**src/rtl/mdm_hs_pkg.sv**
```systemverilog
package mdm_hs_pkg;
  localparam int unsigned REG_AW = 3;
  localparam int unsigned REG_DW = 8;

  localparam logic [REG_AW-1:0] OFF_IER = 3'd1;
  localparam logic [REG_AW-1:0] OFF_MCR = 3'd4;
  localparam logic [REG_AW-1:0] OFF_MSR = 3'd6;

  // control register fields
  localparam int unsigned MCR_DTR  = 0;
  localparam int unsigned MCR_RTS  = 1;
  localparam int unsigned MCR_OUT1 = 2;
  localparam int unsigned MCR_OUT2 = 3;
  localparam int unsigned MCR_LOOP = 4;
  localparam int unsigned MCR_W    = 5;

  localparam int unsigned IER_MSI  = 3;
  localparam int unsigned IER_W    = 4;

  // modem line vector, asserted-high
  localparam int unsigned LN_CTS = 0;
  localparam int unsigned LN_DSR = 1;
  localparam int unsigned LN_DCD = 2;
  localparam int unsigned LN_W   = 3;

  localparam int unsigned CFG_W  = 16;
endpackage

```
**src/rtl/mdm_sync.sv**
```systemverilog
module mdm_sync #(
  parameter int unsigned WIDTH  = 3,
  parameter int unsigned STAGES = 2,
  parameter logic [WIDTH-1:0] RST_VAL = '1
) (
  input  logic             clk_i,
  input  logic             rst_ni,
  input  logic [WIDTH-1:0] d_i,
  output logic [WIDTH-1:0] q_o
);
  logic [WIDTH-1:0] stg_q [STAGES];

  for (genvar g = 0; g < STAGES; g++) begin : g_stage
    if (g == 0) begin : g_first
      always_ff @(posedge clk_i or negedge rst_ni) begin
        if (!rst_ni) stg_q[g] <= RST_VAL;
        else         stg_q[g] <= d_i;
      end
    end else begin : g_next
      always_ff @(posedge clk_i or negedge rst_ni) begin
        if (!rst_ni) stg_q[g] <= RST_VAL;
        else         stg_q[g] <= stg_q[g-1];
      end
    end
  end

  assign q_o = stg_q[STAGES-1];
endmodule

```
**src/rtl/mdm_delta.sv**
```systemverilog
module mdm_delta #(
  parameter int unsigned WIDTH = 3
) (
  input  logic             clk_i,
  input  logic             rst_ni,
  input  logic [WIDTH-1:0] state_i,
  input  logic             clr_i,
  output logic [WIDTH-1:0] chg_o,
  output logic [WIDTH-1:0] delta_o
);
  logic [WIDTH-1:0] prev_q, delta_q;

  assign chg_o = state_i ^ prev_q;

  // same-cycle change survives a clear
  always_ff @(posedge clk_i or negedge rst_ni) begin
    if (!rst_ni) begin
      prev_q  <= '0;
      delta_q <= '0;
    end else begin
      prev_q  <= state_i;
      delta_q <= (clr_i ? '0 : delta_q) | chg_o;
    end
  end

  assign delta_o = delta_q;
endmodule

```
**src/rtl/mdm_strap.sv**
```systemverilog
module mdm_strap #(
  parameter int unsigned  BW    = 16,
  parameter logic [BW-1:0] BASE0 = 16'h03F0,
  parameter logic [BW-1:0] BASE1 = 16'h0370
) (
  input  logic          clk_i,
  input  logic          rst_ni,
  input  logic          strap_i,
  output logic [BW-1:0] base_o,
  output logic          done_o
);
  logic sel_q, done_q;

  // sample once, on the first edge after reset release
  always_ff @(posedge clk_i or negedge rst_ni) begin
    if (!rst_ni) begin
      sel_q  <= 1'b0;
      done_q <= 1'b0;
    end else if (!done_q) begin
      sel_q  <= strap_i;
      done_q <= 1'b1;
    end
  end

  assign base_o = sel_q ? BASE1 : BASE0;
  assign done_o = done_q;
endmodule

```
**src/rtl/mdm_hs_regs.sv**
```systemverilog
module mdm_hs_regs
  import mdm_hs_pkg::*;
#(
  parameter int unsigned     SYNC_STAGES = 2,
  parameter logic [15:0]     CFG_BASE_0  = 16'h03F0,
  parameter logic [15:0]     CFG_BASE_1  = 16'h0370
) (
  input  logic        clk_i,
  input  logic        rst_ni,
  input  logic [2:0]  addr_i,
  input  logic        wr_i,
  input  logic        rd_i,
  input  logic [7:0]  wdata_i,
  output logic [7:0]  rdata_o,
  input  logic        cts_ni,
  input  logic        dsr_ni,
  input  logic        dcd_ni,
  output logic        rts_no,
  output logic        dtr_no,
  input  logic        rts_strap_i,
  output logic [15:0] cfg_base_o,
  output logic        msi_o
);
  logic [MCR_W-1:0] mcr_q;
  logic [IER_W-1:0] ier_q;
  logic [LN_W-1:0]  pin_n, sync_n, line_s, chg, delta_q;
  logic             loop_en, ri_s, msr_rd, strap_done;
  logic [REG_DW-1:0] msr;
  logic             unused_wdata;

  assign unused_wdata = ^wdata_i[REG_DW-1:MCR_W];

  always_ff @(posedge clk_i or negedge rst_ni) begin
    if (!rst_ni) begin
      mcr_q <= '0;
      ier_q <= '0;
    end else if (wr_i) begin
      if (addr_i == OFF_MCR) mcr_q <= wdata_i[MCR_W-1:0];
      if (addr_i == OFF_IER) ier_q <= wdata_i[IER_W-1:0];
    end
  end

  assign loop_en = mcr_q[MCR_LOOP];
  assign rts_no  = ~(mcr_q[MCR_RTS] & ~loop_en);
  assign dtr_no  = ~(mcr_q[MCR_DTR] & ~loop_en);

  assign pin_n[LN_CTS] = cts_ni;
  assign pin_n[LN_DSR] = dsr_ni;
  assign pin_n[LN_DCD] = dcd_ni;

  mdm_sync #(
    .WIDTH  (LN_W),
    .STAGES (SYNC_STAGES),
    .RST_VAL('1)
  ) u_sync (
    .clk_i (clk_i),
    .rst_ni(rst_ni),
    .d_i   (pin_n),
    .q_o   (sync_n)
  );

  // loop-back enters after the synchronizer: MCR is already synchronous
  always_comb begin
    if (loop_en) begin
      line_s[LN_CTS] = mcr_q[MCR_RTS];
      line_s[LN_DSR] = mcr_q[MCR_DTR];
      line_s[LN_DCD] = mcr_q[MCR_OUT2];
    end else begin
      line_s = ~sync_n;
    end
  end
  assign ri_s = loop_en & mcr_q[MCR_OUT1];

  assign msr_rd = rd_i && (addr_i == OFF_MSR);

  mdm_delta #(.WIDTH(LN_W)) u_delta (
    .clk_i  (clk_i),
    .rst_ni (rst_ni),
    .state_i(line_s),
    .clr_i  (msr_rd),
    .chg_o  (chg),
    .delta_o(delta_q)
  );

  assign msr = {line_s[LN_DCD], ri_s, line_s[LN_DSR], line_s[LN_CTS],
                delta_q[LN_DCD], 1'b0, delta_q[LN_DSR], delta_q[LN_CTS]};

  always_comb begin
    unique case (addr_i)
      OFF_IER: rdata_o = {{(REG_DW-IER_W){1'b0}}, ier_q};
      OFF_MCR: rdata_o = {{(REG_DW-MCR_W){1'b0}}, mcr_q};
      OFF_MSR: rdata_o = msr;
      default: rdata_o = '0;
    endcase
  end

  assign msi_o = ier_q[IER_MSI] & (|delta_q);

  mdm_strap #(
    .BW   (CFG_W),
    .BASE0(CFG_BASE_0),
    .BASE1(CFG_BASE_1)
  ) u_strap (
    .clk_i  (clk_i),
    .rst_ni (rst_ni),
    .strap_i(rts_strap_i),
    .base_o (cfg_base_o),
    .done_o (strap_done)
  );
endmodule

```
**config.mk**
```make
export PLATFORM = sky130hd
export DESIGN_NAME = mdm_hs_regs
export DESIGN_NICKNAME = d
export VERILOG_FILES = /design/src/rtl/mdm_hs_pkg.sv /design/src/rtl/mdm_sync.sv /design/src/rtl/mdm_delta.sv /design/src/rtl/mdm_strap.sv /design/src/rtl/mdm_hs_regs.sv
export SDC_FILE = /design/constraint.sdc
export NUM_CORES = 1
export LEC_CHECK = 0
export BUFFER_PORTS_ARGS = -buffer_cell sky130_fd_sc_hd__buf_2
export CORE_MARGIN = 2
export CORE_UTILIZATION = 47
export DETAILED_ROUTE_END_ITERATION = 12
export HOLD_SLACK_MARGIN = 0.06
export PLACE_DENSITY_LB_ADDON = 0.05
export SETUP_SLACK_MARGIN = 0.5
export SYNTH_ARGS = -nofsm -noshare
export SYNTH_HDL_FRONTEND = slang
export SYNTH_SLANG_ARGS = --single-unit
```
**constraint.sdc**
```tcl
create_clock -name clk_i -period 1.5 [get_ports clk_i]
set_clock_uncertainty 0.15 [all_clocks]
set_input_delay 0.3 -clock clk_i [delete_from_list [all_inputs] [get_ports clk_i]]
set_output_delay 0.3 -clock clk_i [all_outputs]
set_load 0.02 [all_outputs]
```
==> results of run 1 <==
[final cells by class]
cell class                 count  share of cell area, %
timing repair buffer          45                   22.1
clock buffer                   3                   1.33
tap                           30                   2.21
clock inverter                 1                  0.295
multi-input combinational     76                   38.9
inverter                       2                  0.590
sequential                    23                   34.5
[cells in the mapped netlist, types with 2 or more instances]
master and n:
nand3_1 3, nor2_1 4, buf_4 16, nand2_1 9, nor2b_1 6, inv_1 2
a21oi_1 2, or3_1 4, mux2_4 9, nand2b_1 2, o21ai_0 7, mux2i_1 3
conb_1 2, dfstp_2 6, dfrtp_1 17, nor3_1 2
[kinds of logic (layout without fill, tap and decap cells)]
logic type / after synthesis / count (layout) / share of synthesized area [%]
compound gates: 10 / 10 / 4.54
buf+inv: 20 / 51 / 12.1
flops: 23 / 23 / 49.2
mux: 13 / 13 / 14.9
other cells: 2 / 16 / 0.634
simple gates: 37 / 37 / 18.6
[worst min path at each step]
stage | start | slack (ns) | cells past startpoint | end
2_1_floorplan | rst_ni | -0.15 | 0 | ier_q[0]$_DFFE_PN0P_
3_3_place_gp | rst_ni | 0.15 | 1 | u_delta.delta_o[1]$_DFF_PN0_
3_5_place_dp | rst_ni | 0.15 | 1 | u_delta.delta_o[1]$_DFF_PN0_
4_1_cts | rst_ni | -0.21 | 1 | u_delta.delta_o[1]$_DFF_PN0_
5_1_grt | rst_ni | -0.19 | 1 | u_delta.delta_o[1]$_DFF_PN0_
6_report | rst_ni | -0.22 | 1 | u_delta.delta_o[1]$_DFF_PN0_
[layer usage]
layer  global-route usage [%]  vias to the layer above  wire length, um
li1                         -                      408                -
met1                     22.9                      417             1010
met2                     32.3                       31             1170
met3                     4.10                        5              117
met4                     7.50                        0               38
met5                        0                        -                0
[what timing repair did]
item	in CTS	in global routing
resized for setup	40	4
pin swaps	5	5
hold endpoints to repair	22	18
setup buffers	4	2
endpoints found under the setup margin	27	27
[critical path, stage by stage (launching register included)]
cell and delay (ns):
dfrtp_1 0.43, or3_4 0.35, a21oi_4 0.14, buf_6 0.13
[registers in the layout, indices dropped and copies added (netlist names)]
name	cells
ier_q	4
u_strap.sel_q	1
u_strap.done_o	1
mcr_q	5
u_sync.q_o	3
u_sync.stg_q	3
u_delta.delta_o	3
u_delta.prev_q	3
[metrics by stage]
| step | TNS, ns | area, um2 | util, % | hold slack, ns |
|---|---|---|---|---|
| global placement | -0.860 | 1450 | 59.4 | 0.147 |
| CTS | -2.03 | 1660 | 68.4 | -0.205 |
| detailed placement | -1.02 | 1450 | 59.4 | 0.150 |
| finish | -1.93 | 1700 | 69.8 | -0.224 |
| global route | -2.70 | 1700 | 69.8 | -0.191 |
| floorplan | 0 | 1360 | - | -0.146 |
[power breakdown]
group	switching (mW)	total (mW)	internal [mW]
clock network	0.186	0.286	0.0998
registers	0.0889	0.813	0.725
logic	0.294	0.645	0.351
==> results by group, run 1 <==
Cells and area
  • Area Growth Syn to Fin: 43.2%
  • Share of cells above drive strength 1: 60.7%
  • Storage element area: 586 um2
  • Filler cells: 193
  • Fin cells: 180
  • ANT cells: 0
  • Most frequent cells in the layout: conb_1 (16), dfrtp_1 (15), buf_2 (14), buf_4 (14), buf_6 (12)
  • Area of the multi-input gates: 661 um2
  • Commonest non-fill, non-tap cell in the layout: conb_1
  • Layout Nets: 170

Power and ir drop
  • Power density cells: 1030 nW/um2
  • Total power: 1.74 mW
  • Maximum VDD drop: 0.000804 V
  • Leakage: 0.779 nW

Route
  • Final WL: 2330 um
  • Vias per std cell: 4.78
  • Drt wl/cell: 13.0 um
  • Vias after detailed routing: 861
  • Drt pass-1 iters: 2
  • DRC viols: 0
  • DRT iter0 DRCs: 1
  • ANT nets after route: 0

Min path
  • Hold Crit Class: in2async

STA
  • Final setup viols: 11
  • Crit share post-route: 121%
  • Worst setup margin: -0.310 ns
  • Fin crit period: 1.81 ns
  • Final Slew Violations: 0
  • Fin. Hold Viols: 17
  • RSZ-0062 raised after global routing: true
  • WHS: -0.224 ns
  • FMAX: 0.553 GHz

Synth
  • Post-synth top area share: 35.9%
  • Post-synthesis cell count: 105
  • Seq/Total Area, Yosys: 49.2%
  • Seq cells post-synth: 23
  • Top FF cell, synth: dfrtp_1
  • Synth cell types: 27
  • Mapped cell area: 1180 um2
  • EDFF count, synth: 0
  • Mean area per synthesized cell: 11.3 um2
  • Ys async rst share: 100%
  • Ys Warns: 0
  • Synth top area cells: dfrtp_1 (36%), dfstp_2 (13%), mux2_4 (11%)
  • Post-synth top area cell: dfrtp_1

Placement
  • Setup WS pre-CTS: -0.156 ns
  • Post-DP HPWL: 1720 um
  • Dpl cells: 167
  • Port bufs: 27
  • GP Congestion: 0.758

Critical path
  • End point of the critical path: rdata_o[4]
  • CP Launch Type: flop
  • Worst path arrival time: 1.36 ns
  • Worst reg-to-reg path cell count: 5
  • Critical Path Start: mcr_q[4]$_DFFE_PN0P_
  • Reg-to-Reg Start: mcr_q[4]$_DFFE_PN0P_
  • Critical path endpoint category: output pin
  • Flop-to-flop setup slack: 0.12 ns
  • Reg2reg end: u_delta.delta_o[2]$_DFF_PN0_
  • CP max FO: 4
  • Setup CP Type: reg2out
  • Worst path required time: 1.05 ns

Global route
  • All-Layer GR Usage: 18.8%
  • Initial antenna violation count: 0
  • Largest net degree at the start of global routing: 24
  • Overflow after GRT: 0
  • First-pass GRT wire length: 3810 um
  • Vias in the first global route: 858

Clock tree
  • CTS buffer count: 3
  • Worst skew pair latency: 0.31 ns
  • Clk sinks: 23
  • Htree depth: 1
  • CTS Buffer Depth: 2
  • Cts hold-fix bufs: 3
  • CTS tree: done
  • Root buffer cell: clkbuf_4
  • Worst-path clk slew: 0.12 ns

Status
  • Failing checks: negative hold slack, negative setup slack
  • Status: finished, violations left

Die
  • Vert. Die Dim: 54.2 um
  • Chip Width: 54.2 um
  • # IOs: 46
  • Cell row count: 18
  • Die area: 2940 um2
  • Initial core utilization: 48.7%
  • Area of the core: 2430 um2

Run
  • Max_cap viols: 0
Note: power is estimated with default switching activity, not from simulation.
==> run 2, diff against run 1 <==
==> constraint.sdc (replaced) <==
create_clock -name clk_i -period 1.5 [get_ports clk_i]
set_clock_uncertainty 0.15 [all_clocks]
set_input_delay 0.075 -clock clk_i [delete_from_list [all_inputs] [get_ports clk_i]]
set_output_delay 0.075 -clock clk_i [all_outputs]
set_load 0.02 [all_outputs]
==> run 2 against run 1 <==
Against the previous run:
- the run ends with negative setup slack left
- core utilization rose by 0.31 points
- count of clock-buffer cells in the layout did not move
- first-iteration DRC count rose to 15 times the previous value
- flip-flop and latch count did not move
- largest cell class unchanged
- largest power group unchanged
- highest routed layer unchanged
==> results by group, run 2 (synthesis gave the netlist of run 1 again) <==
Route
  • Vias per std cell: 4.68
  • Final WL: 2380 um
  • DRT iter0 DRCs: 15
  • ANT nets after route: 0
  • Drt pass-1 iters: 4
  • Vias after detailed routing: 871
  • Drt wl/cell: 12.8 um
  • DRC viols: 0

Global route
  • First-pass GRT wire length: 3860 um
  • Vias in the first global route: 839
  • Largest net degree at the start of global routing: 24
  • Initial antenna violation count: 0
  • Overflow after GRT: 0
  • All-Layer GR Usage: 19.0%

Critical path
  • Setup CP Type: reg2out
  • Worst-path cell chain: or3_4 > a21oi_4 > buf_6
  • Worst path required time: 1.27 ns
  • Largest stage delay on the critical path: 0.47 ns
  • Flop-to-flop setup slack: -0.03 ns
  • CP max-delay cell: dfrtp_2
  • Critical path endpoint category: output pin
  • Worst path arrival time: 1.39 ns
  • Worst path bufs/invs: 1
  • CP top delay family: flip-flops
  • Reg2reg end: u_delta.delta_o[0]$_DFF_PN0_
  • CP max FO: 5
  • Reg-to-Reg Start: mcr_q[4]$_DFFE_PN0P_
  • CP Launch Type: flop
  • Worst reg-to-reg path cell count: 5

Power and ir drop
  • Seq pwr share: 45.3%
  • Total power: 1.78 mW
  • Power density cells: 1040 nW/um2
  • Clk pwr share: 16.1%
  • Switch share: 31.9%
  • Combinational share of power: 38.6%
  • Internal power: 1.21 mW
  • Switch Pwr: 0.567 mW
  • Maximum VDD drop: 0.000804 V
  • Leakage: 0.811 nW

Die
  • Vert. Die Dim: 54.2 um
  • # IOs: 46
  • Chip Width: 54.2 um
  • Initial core utilization: 48.7%
  • Area of the core: 2430 um2
  • Die area: 2940 um2
  • Cell row count: 18

Cells and area
  • Largest registers: mcr_q (5), ier_q (4)
  • ANT cells: 0
  • Most frequent cells in the layout: conb_1 (16), dfrtp_1 (15), buf_2 (15), buf_4 (14), buf_6 (12)
  • Layout Nets: 176
  • Area Growth Syn to Fin: 43.8%
  • Final instance area: 1700 um2
  • Commonest non-fill, non-tap cell in the layout: conb_1
  • Max FFs per register: 5
  • Share of cells above drive strength 1: 57.7%
  • Largest reg by FF count: mcr_q

STA
  • FMAX: 0.620 GHz
  • Final setup viols: 4
  • Fin. Hold Viols: 0
  • Final Slew Violations: 0
  • Measured slew at the worst slew-check pin: 0.513 ns
  • Worst setup margin: -0.114 ns
  • Relative slew slack: 65.8%
  • Crit share post-route: 108%
  • Fin crit period: 1.61 ns
  • RSZ-0062 raised after global routing: true

Clock tree
  • Clk sinks: 23
  • Root buffer cell: clkbuf_4
  • Cts hold-fix bufs: 10
  • Worst skew pair latency: 0.31 ns
  • CTS tree: done
  • Worst-path clk slew: 0.12 ns
  • CTS Buffer Depth: 2
  • CTS buffer count: 3
  • Htree depth: 1

Min path
  • Hold depth: 4
  • Hold Path End: u_delta.delta_o[2]$_DFF_PN0_
  • Hold Crit Class: in2reg
  • Hold Startpoint: rd_i

Placement
  • Post-DP HPWL: 1640 um
  • Setup WS pre-CTS: 0.0941 ns
  • GP Congestion: 0.743
  • Port bufs: 27
  • Dpl cell area: 1360 um2

Run
  • Max_cap viols: 0

Status
  • Failing checks: negative setup slack
  • Status: finished, violations left
## run 2: cell types whose count changed in the layout (fill, tap and decap cells not counted), sizes merged
cell,before,now
dlygate4sd3,3,10
buf,42,41
## run 2: repair_timing
item                                    CTS  global route
pin swaps                                 6             3
endpoints found under the setup margin   20            23
setup buffers                             9             2
resized for setup                        31            10
endpoints found under the hold margin    39             1
## run 2: worst reg2reg max path, cell delays in order (launching register included)
cell     delay (ns)
dfrtp_2        0.47
buf_4          0.16
buf_4          0.15
nor2b_4        0.13
or3_4          0.36
nand3_2        0.06
## run 2: worst max-delay path by stage
stage | endpoint | startpoint | cells after the start
after floorplan | u_delta.delta_o[0]$_DFF_PN0_ | mcr_q[4]$_DFFE_PN0P_ | 4
after global placement | rdata_o[4] | mcr_q[4]$_DFFE_PN0P_ | 3
after detailed placement | rdata_o[4] | mcr_q[4]$_DFFE_PN0P_ | 3
after CTS | rdata_o[4] | mcr_q[4]$_DFFE_PN0P_ | 3
after global routing | rdata_o[4] | mcr_q[4]$_DFFE_PN0P_ | 3
final | rdata_o[4] | mcr_q[4]$_DFFE_PN0P_ | 3
## run 2: area by class of cell
class                   count  area, um2
fillers                   172        728
multi-input cells          76        631
flip-flops and latches     23        586
repair buffers             51        415
well taps                  30       37.5
clock buffers               3       22.5
inverters                   2       7.51
clock inverters             1       5.00
## run 2: layer usage
layer | GRT usage [%] | part of all wire, % | vias up
met2 | 30.9 | 49 | 36
li1 | - | - | 417
met4 | 7.50 | 1.4 | 0
met3 | 3.28 | 5.2 | 5
met1 | 25.0 | 44 | 413
met5 | 0 | 0 | -
## run 2: power by group through the flow
stage               sequential [mW]  clock, mW  combinational (mW)
floorplan                     0.789          0               0.395
global placement              0.823          0               0.429
detailed placement            0.826          0               0.436
CTS                           0.802      0.296               0.634
global route                  0.817      0.319               0.746
finish                        0.806      0.286               0.687
## run 2: metrics by stage
| step | util, % | hold WS, ns | instances | setup TNS (ns) |
|---|---|---|---|---|
| global route | 70.1 | 0.0506 | 186 | -0.550 |
| detailed placement | 55.9 | -0.0746 | 161 | 0 |
| global placement | 55.9 | -0.0671 | 161 | 0 |
| floorplan | - | -0.371 | 119 | 0 |
| CTS | 68.0 | 0.0397 | 184 | -0.331 |
| finish | 70.1 | 0.0439 | 186 | -0.267 |
==> run 3, diff against run 2 <==
- CORE_MARGIN: 2 -> 3
- CORE_UTILIZATION: 47 -> 51
- clock period: 1.5 -> 2 ns (I/O delays scaled with it)
==> run 3 against run 2 <==
Against the previous run:
- the flow now finishes without violations
- routed wire length is 3.4% lower
- critical path depth stayed put
- first-iteration DRC count fell by 47%
- die area about the same
- clock power fell by 24%
- worst hold slack better by 0.027 ns
- largest cell class is now registers
- worst setup slack gained 0.50 ns
- register-to-register slack better by 0.64 ns
- flip-flop and latch count did not move
- core utilization rose by 1.8 points
- non-clock buffer count shrank 8
==> results by group, run 3 (synthesis gave the netlist of run 1 again) <==
Placement
  • GP Congestion: 0.726
  • Setup WS pre-CTS: 0.582 ns
  • Port bufs: 27
  • Post-DP HPWL: 1480 um
  • Dpl cells: 155

STA
  • RSZ-0062 raised after global routing: true
  • Fin crit period: 1.61 ns
  • FMAX: 0.619 GHz
  • Crit share post-route: 80.7%
  • Fin. Hold Viols: 0
  • Worst setup margin: 0.385 ns
  • Setup TNS: 0 ns
  • Final setup viols: 0
  • Final Slew Violations: 0

Die
  • Vert. Die Dim: 54.2 um
  • Area of the core: 2080 um2
  • # IOs: 46
  • Initial core utilization: 56.9%
  • Die area: 2940 um2
  • Chip Width: 54.2 um
  • Cell row count: 16

Power and ir drop
  • Power density cells: 797 nW/um2
  • Total power: 1.19 mW
  • Maximum VDD drop: 0.000564 V
  • Leakage: 0.727 nW

Critical path
  • Flop-to-flop setup slack: 0.61 ns
  • CP Launch Type: flop
  • Reg-to-Reg Start: mcr_q[4]$_DFFE_PN0P_
  • CP max FO: 6
  • Critical path endpoint category: output pin
  • Worst path arrival time: 1.36 ns
  • Worst reg-to-reg path cell count: 5
  • Reg2reg end: u_delta.delta_o[1]$_DFF_PN0_
  • Worst path required time: 1.75 ns
  • Setup CP Type: reg2out

Route
  • DRC viols: 0
  • Drt pass-1 iters: 4
  • Final WL: 2300 um
  • Drt wl/cell: 13.1 um
  • DRT iter0 DRCs: 8
  • Vias per std cell: 4.81
  • Vias after detailed routing: 842
  • ANT nets after route: 0

Clock tree
  • CTS tree: done
  • Worst skew pair latency: 0.32 ns
  • CTS buffer count: 3
  • Root buffer cell: clkbuf_4
  • CTS Buffer Depth: 2
  • Clk sinks: 23
  • Htree depth: 1
  • Worst-path clk slew: 0.13 ns

Cells and area
  • Layout Nets: 168
  • Largest registers: mcr_q (5), ier_q (4)
  • Fin cells: 175
  • Area Growth Syn to Fin: 26.2%
  • Commonest non-fill, non-tap cell in the layout: buf_2
  • Share of cells above drive strength 1: 42.6%
  • ANT cells: 0
  • Largest reg by FF count: mcr_q
  • Most frequent cells in the layout: buf_2 (22), conb_1 (16), dfrtp_1 (15), dlygate4sd3_1 (11)
  • Filler cells: 161
  • Max FFs per register: 5

Run
  • Max_cap viols: 0

Global route
  • Vias in the first global route: 814
  • Initial antenna violation count: 0
  • Overflow after GRT: 0
  • Largest net degree at the start of global routing: 24
  • First-pass GRT wire length: 3570 um
  • All-Layer GR Usage: 17.4%

Min path
  • Hold Startpoint: wr_i
  • Hold Path End: ier_q[2]$_DFFE_PN0P_
  • Hold Crit Class: in2reg
  • Hold depth: 3

Status
  • Status: complete, no violations
## run 3: worst max path at each step
stage	startpoint	end	slack, ns	depth (start not counted)
3_3_place_gp	mcr_q[4]$_DFFE_PN0P_	rdata_o[4]	0.58	3
6_report	mcr_q[4]$_DFFE_PN0P_	rdata_o[4]	0.39	3
4_1_cts	mcr_q[4]$_DFFE_PN0P_	rdata_o[4]	0.38	3
2_1_floorplan	mcr_q[4]$_DFFE_PN0P_	rdata_o[4]	0.52	3
5_1_grt	mcr_q[4]$_DFFE_PN0P_	rdata_o[4]	0.31	3
3_5_place_dp	mcr_q[4]$_DFFE_PN0P_	rdata_o[4]	0.58	3
## run 3: repair_timing
action | 4_1_cts | 5_1_grt
buffers inserted | 3 | 2
hold buffers | 11 | 0
endpoints found under the hold margin | 39 | 0
gates resized for setup | 5 | 11
endpoints found under the setup margin | 3 | 9
pin swaps | 2 | 3
## run 3: routing by layer
metal  track usage, %  wire (um)  vias up  part of all wire [%]
met3             2.49        154        5                   6.7
met2             29.3       1190       36                    52
met5                0          0        -                     0
met1             21.6        911      394                    40
met4             8.71         45        0                   2.0
li1                 -          -      407                     -
## run 3: where the power goes
part           internal (mW)  total, mW  leakage (nW)  switching (mW)
logic                  0.190      0.375         0.455           0.185
clock network         0.0750      0.218        0.0177           0.143
registers              0.543      0.598         0.254          0.0544
total                  0.809       1.19         0.727           0.382
## run 3: worst max-delay path: stages, from the launching register on
cell and delay, ns:
dfrtp_2 0.46, or3_1 0.33, a21oi_2 0.12, buf_4 0.14
## run 3: cell type report
cell class	count	area [um2]	area share, %
Sequential cell	23	586	39.2
Inverter	2	7.51	0.502
Multi-Input combinational cell	76	542	36.2
Timing Repair Buffer	43	299	20.0
Clock buffer	3	22.5	1.51
Tap cell	27	33.8	2.26
Clock inverter	1	5.00	0.335
## run 3: per-stage QoR
step	hold slack, ns	cell area [um2]	util [%]
after floorplan	-0.346	1240	-
after detailed placement	-0.0538	1270	61.0
after global placement	-0.0600	1270	61.0
final	0.0712	1500	71.8
after CTS	0.0677	1440	69.4
after global routing	0.0763	1500	71.8
